[src/rtl/ptr_autoinc.sv]
module ptr_autoinc #(
  parameter int BW = 8
) (
  input  logic          clk,
  input  logic          rst_n,
  input  logic          wr_en,
  input  logic          wr_hi,
  input  logic [BW-1:0] wr_data,
  input  logic          rd_hi,
  output logic [BW-1:0] rd_data,
  input  logic          inc_one,
  input  logic          inc_two,
  input  logic          ovr_en,
  input  logic          ovr_hi,
  output logic          bus_oe,
  output logic [BW-1:0] bus_data,
  output logic [2*BW-1:0] ptr_q
);
  localparam int PW = 2 * BW;

  logic [PW-1:0] ptr;
  logic [PW-1:0] step;
  logic          armed;

  assign step = inc_two ? PW'(2) : (inc_one ? PW'(1) : '0);

  always_ff @(posedge clk) begin
    if (!rst_n) begin
      ptr   <= '0;
      armed <= 1'b0;
    end else begin
      armed <= 1'b1;
      if (wr_en) begin
        if (wr_hi) ptr[PW-1:BW] <= wr_data;
        else       ptr[BW-1:0]  <= wr_data;
      end else begin
        ptr <= ptr + step;
      end
    end
  end

  assign ptr_q    = ptr;
  assign rd_data  = rd_hi ? ptr[PW-1:BW] : ptr[BW-1:0];
  assign bus_oe   = ovr_en;
  assign bus_data = ovr_en ? (ovr_hi ? ptr[PW-1:BW] : ptr[BW-1:0]) : '0;

  p_reset_r1: assert property (@(posedge clk) !rst_n |=> ptr_q == '0);

  p_wr_lo_r2: assert property (@(posedge clk) disable iff (!rst_n)
    armed && wr_en && !wr_hi |=>
      ptr_q[BW-1:0] == $past(wr_data) && ptr_q[PW-1:BW] == $past(ptr_q[PW-1:BW]));

  p_wr_hi_r3: assert property (@(posedge clk) disable iff (!rst_n)
    armed && wr_en && wr_hi |=>
      ptr_q[PW-1:BW] == $past(wr_data) && ptr_q[BW-1:0] == $past(ptr_q[BW-1:0]));

  p_inc1_r4: assert property (@(posedge clk) disable iff (!rst_n)
    armed && !wr_en && inc_one && !inc_two |=> ptr_q == PW'($past(ptr_q) + 1));

  p_inc2_r5_r7: assert property (@(posedge clk) disable iff (!rst_n)
    armed && !wr_en && inc_two |=> ptr_q == PW'($past(ptr_q) + 2));

  p_hold_r10: assert property (@(posedge clk) disable iff (!rst_n)
    armed && !wr_en && !inc_one && !inc_two |=> $stable(ptr_q));

  always_comb begin
    if (rst_n) begin
      p_read_r8: assert (rd_data == (rd_hi ? ptr_q[PW-1:BW] : ptr_q[BW-1:0]));
      p_ovr_r9:  assert (bus_oe == ovr_en && (ovr_en || bus_data == '0));
    end
  end
endmodule

[config.mk]
export PLATFORM = sky130hd
export DESIGN_NAME = ptr_autoinc
export DESIGN_NICKNAME = d
export VERILOG_FILES = /design/src/rtl/ptr_autoinc.sv
export SDC_FILE = /design/constraint.sdc
export NUM_CORES = 1
export LEC_CHECK = 0
export ABC_AREA = 1
export CAP_MARGIN = 40
export CORE_UTILIZATION = 40
export DETAILED_ROUTE_END_ITERATION = 8
export DONT_BUFFER_PORTS = 1
export PLACE_DENSITY = 0.55
export SLEW_MARGIN = 20
export SYNTH_ARGS = -nofsm -noshare
export SYNTH_HDL_FRONTEND = slang
export SYNTH_SLANG_ARGS = --single-unit
[constraint.sdc]
create_clock -name clk -period 1.83 [get_ports clk]
set_clock_uncertainty 0.1 [all_clocks]
set_input_delay 0.366 -clock clk [delete_from_list [all_inputs] [get_ports clk]]
set_output_delay 0.366 -clock clk [all_outputs]
set_load 0.01 [all_outputs]
# == Yosys cells after proc, flatten, opt, wreduce, memory -nomap -nowiden ==
# Index checks and enable logic that the tools add are counted.
# totals
register_bits,16
latch_bits,0
ram_bits,0
romBits,0
inputBits,17
elab_cells,13
memories,0
# classes
addsub,1
n_mul,0
div_mod_pow,0
magnitude_cmp,0
n_eq_ne,2
n_shift,0
muxes,8
bitwise,0
reduce_logical,0
# op_table
operator,count
8-bit two-way mux,5
16-bit by 2-bit adder with 16-bit output,1
16-bit two-way mux,1
2-bit two-way mux,1
2-bit by 1-bit != test with 1-bit output (second input constant),1
2-bit != test (second input constant),1
1-bit two-way mux,1

# == Depth between registers and ports, before layout ==
# depth
ltp_word,4
mapped_depth,12

# == Worst setup path after synthesis ==
# No wires, ideal clock.
# synth_timing
kind,input-to-reg
start,in inc_one
end,reg ptr[14] (netlist: ptr_q[14])
setup_time_ns,0.133
t_arrival_ns,1.715
required_time_ns,1.597
slack_ns,-0.118
stages,11
cell_sequence,inv_1 -> nor2_1 -> ha_1 -> inv_1 -> fa_1 -> nor2_4 -> nand2_1 -> o21ai_0 -> nand2_1 -> a21oi_1 -> nor2_1
# synth_via
elab_chain_len,4
# synth_rtl
item,line,rtl
from (decl),11,"input logic inc_one,"
1-bit two-way mux,25,assign step = inc_two ? PW'(2) : (inc_one ? PW'(1) : '0);
2-bit two-way mux,25,
16-bit by 2-bit adder with 16-bit output,37,ptr <= ptr + step;
16-bit two-way mux,33,if (wr_en) begin
"to (signal, indexed assignment)",34,if (wr_hi) ptr[PW-1:BW] <= wr_data;
"to (signal, indexed assignment)",35,else ptr[BW-1:0] <= wr_data;
to (signal assigned),37,
to (decl),21,logic [PW-1:0] ptr;
# Every way passes these cells.
# A chain may end at the register's enable or synchronous reset.

# == Worst setup path in the final report ==
# layout_timing
start,reg ptr[0] (netlist: ptr_q[0])
end,reg ptr[14] (netlist: ptr_q[14])
# layout_via
elab_chain_len,2
# layout_rtl
item,line
16-bit by 2-bit adder with 16-bit output,37
16-bit two-way mux,33
# Every way passes these cells.

==> out/metrics.yaml <==
antenna_cells: 0
status: "finished clean"
die_y_um: 59.4
grt_pass1_wl_um: 6420
grt_max_degree: 17
antenna_found_initial: 0
grt_use_total_pct: 24.8
crit_arrival_ps: 1820
hold_class: "input pin to flip-flop"
largest_reg_flops: 16
yosys.area.top_type: "dfxtp_1"
cap_viol_max_count: 0
rsz0062_at_grt: "no"
post_layout_nonfiller_instances: 273
fin_nets: 250
die-area_um2: 3530
io_pins: 50
viasPerCell: 5.24
drc_errors: 0
path_clk_slew_ps: 120
power.switching_w: 0.000273
hold_viol: 0
io_buffers: 0
timing.final.crit_share_pct: 96.5
avgSynthCellArea_um2: 5.92
grt_overflow: 0
pwr-share-seq_pct: 49.4
gp_congestion: 0.828
first_global_vias: 1336
dr_total_vias: 1430
path_max_fanout: 5
ys_warn_count: 0
cp-start-kind: "flip-flop"
powerDensity_nw_per_um2: 558
std_cell_rows: 20
synthCells: 223
required_ps: 1890
hold_depth: 2
start_util_pct: 42.5
synth_top_cells_by_count: "nand2_1, inv_1, o21ai_0, nor2_1, dfxtp_1"
cts_buffer_depth: 2
r2r.worst_path.cells: 9
cts_tree: "built"
numCtsBuffers: 3
cts_hold_buf: 0
ys_seq_area_share_pct: 24.3
path_cells: "ha_4 > inv_2 > fa_2 > nor2_4 > nand2_2 > o21ai_1 > nand2_1 > a21oi_1 > nor2_1"
synth_edf_count: 0
criticalPathCategory: "flip-flop to flip-flop"
seqCellArea_um2: 325
worst_pin_slew_ps: 571
drt_wl_total_um: 4150
p_leak_nw: 0.559
sw_frac_of_total_pct: 33.2
syn2layout_area_growth_pct: 11.7
clk_latency_ps: 300
multiInputGateArea_um2: 843
dp_hpwl_um: 3090
drtAntennaViolNets: 0
core_area_um2: 3100
crit_path_top_delay_cell: "dfxtp_4"
dominantRegCellSynth: "dfxtp_1"
die_x_um: 59.4
drive_gt1_share_pct: 14.8
finalSetupViolCount: 0
async_flop_share_pct: 0
final_max_slew_viol_count: 0
yosysMostFrequentCell: "nand2_1"
htree_num_levels: 1
ir_drop_mv: 0.336
postCtsSetupRepairBufs: 0
maxSlewHeadroom_pct: 61.9
placedCellCount: 269
ys_ff_latch: 16
p_int_w: 0.000549
pwr-share-clk_pct: 30.2
synthTopCellsByArea: "dfxtp_1, nand2_1, inv_1"
drtIter0Drc: 121
cts_num_sinks: 16
utilization_pct: 47.5
cts_root_buf: "clkbuf_4"
yosysTopAreaCellShare_pct: 24.3
synth_cell_type_count: 28
netlist_area_um2: 1320
routedWlPerCell_um: 15.2
period_needed_ps: 1770
combPwrFrac_pct: 20.4
drt_first_pass_iters: 4
syn_nets: 243
fill_cells: 357
max_freq_mhz: 566
endpoint_kind: "flip-flop"
slowest_delay_ps: 380
worst paths after layout:
check | startpoint | slack (ps) | to
worst max-delay path | ptr_q[0]$_SDFFE_PN0P_ | 60 | ptr_q[14]$_SDFFE_PN0P_
worst max register to register | ptr_q[0]$_SDFFE_PN0P_ | 60 | ptr_q[14]$_SDFFE_PN0P_
worst min register to register | ptr_q[8]$_SDFFE_PN0P_ | 470 | ptr_q[8]$_SDFFE_PN0P_
worst min-delay path | rst_n | 50 | ptr_q[7]$_SDFFE_PN0P_
routing by layer:
layer	track usage (%)	vias up	part of all wire, %
li1	-	732	-
met1	32.9	626	44
met2	40.6	70	46
met3	4.37	2	9.2
met4	7.82	0	0.46
met5	0	-	0
metrics by stage:
| stage | setup WS, ps | cell area, µm² | hold WS (ps) | setup TNS, ps | total power (W) |
|---|---|---|---|---|---|
| detailed placement | -69.4 | 1430 | 371 | -125 | 0.000580 |
| global route | 5.49 | 1470 | 55.5 | 0 | 0.000870 |
| finish | 64.5 | 1470 | 53.5 | 0 | 0.000822 |
| CTS | 24.7 | 1470 | 51.7 | 0 | 0.000829 |
| floorplan | -2.18 | 1350 | 364 | -2.18 | 0.000539 |
| global placement | -46.2 | 1430 | 373 | -46.8 | 0.000577 |
power by group through the flow:
| stage | logic [W] | registers [W] | clock network (W) |
|---|---|---|---|
| floorplan | 0.000132 | 0.000407 | 0 |
| global placement | 0.000164 | 0.000413 | 0 |
| detailed placement | 0.000167 | 0.000414 | 0 |
| CTS | 0.000167 | 0.000406 | 0.000256 |
| global route | 0.000188 | 0.000410 | 0.000273 |
| finish | 0.000168 | 0.000406 | 0.000249 |
what timing repair did:
action,4_1_cts,5_1_grt
endpoints found under the setup margin,1,3
hold endpoints to repair,0,0
pin swaps,0,2
resized for setup,1,3
cell usage in the layout (no fill, tap or decap):
cell      count
o21ai_0      24
xor2_1        1
a31oi_1       4
nand3_1      10
inv_2         4
nor2_1       17
o22ai_1       5
clkbuf_8      1
dfxtp_1      14
inv_1        34
o211ai_1      2
ha_4          1
nor3_1        1
a21oi_1      14
dfxtp_4       1
nand2_2       2
dfxtp_2       1
nand2_1      60
buf_4         8
o21ai_1       4
fa_2          1
clkbuf_4      3
nand4_1       4
nor2_8        1
nor2_2        2
o22ai_2       1
a21oi_2       4
inv_8         1
ha_1          1
nor2_4        2
o21ai_2       1
critical path: cells and delay by family (launching register included):
family                   cells  cell delay (ps)
AO/OA/AOI/OAI                2              240
adder cells (fa/ha/maj)      2              490
buffers and inverters        1               30
flip-flops                   1              380
AND/OR/NAND/NOR              4              370
logic make-up (layout without fill, tap and decap cells):
| group | count (synthesis) | after routing | share of synthesized area, % |
|---|---|---|---|
| xor+xnor | 1 | 1 | 0.664 |
| fa+ha+maj | 3 | 3 | 3.41 |
| buf+inv | 45 | 51 | 13.7 |
| compound gates | 59 | 59 | 25.6 |
| flops | 16 | 16 | 24.3 |
| simple gates | 99 | 99 | 32.3 |
layout make-up:
class                   count  area share, %
multi-input cells         162           57.2
clock buffers               4           2.46
inverters                  39           10.4
flip-flops and latches     16           22.1
well taps                  44           3.74
repair buffers              8           4.07
(Power assumes the default switching activity.)
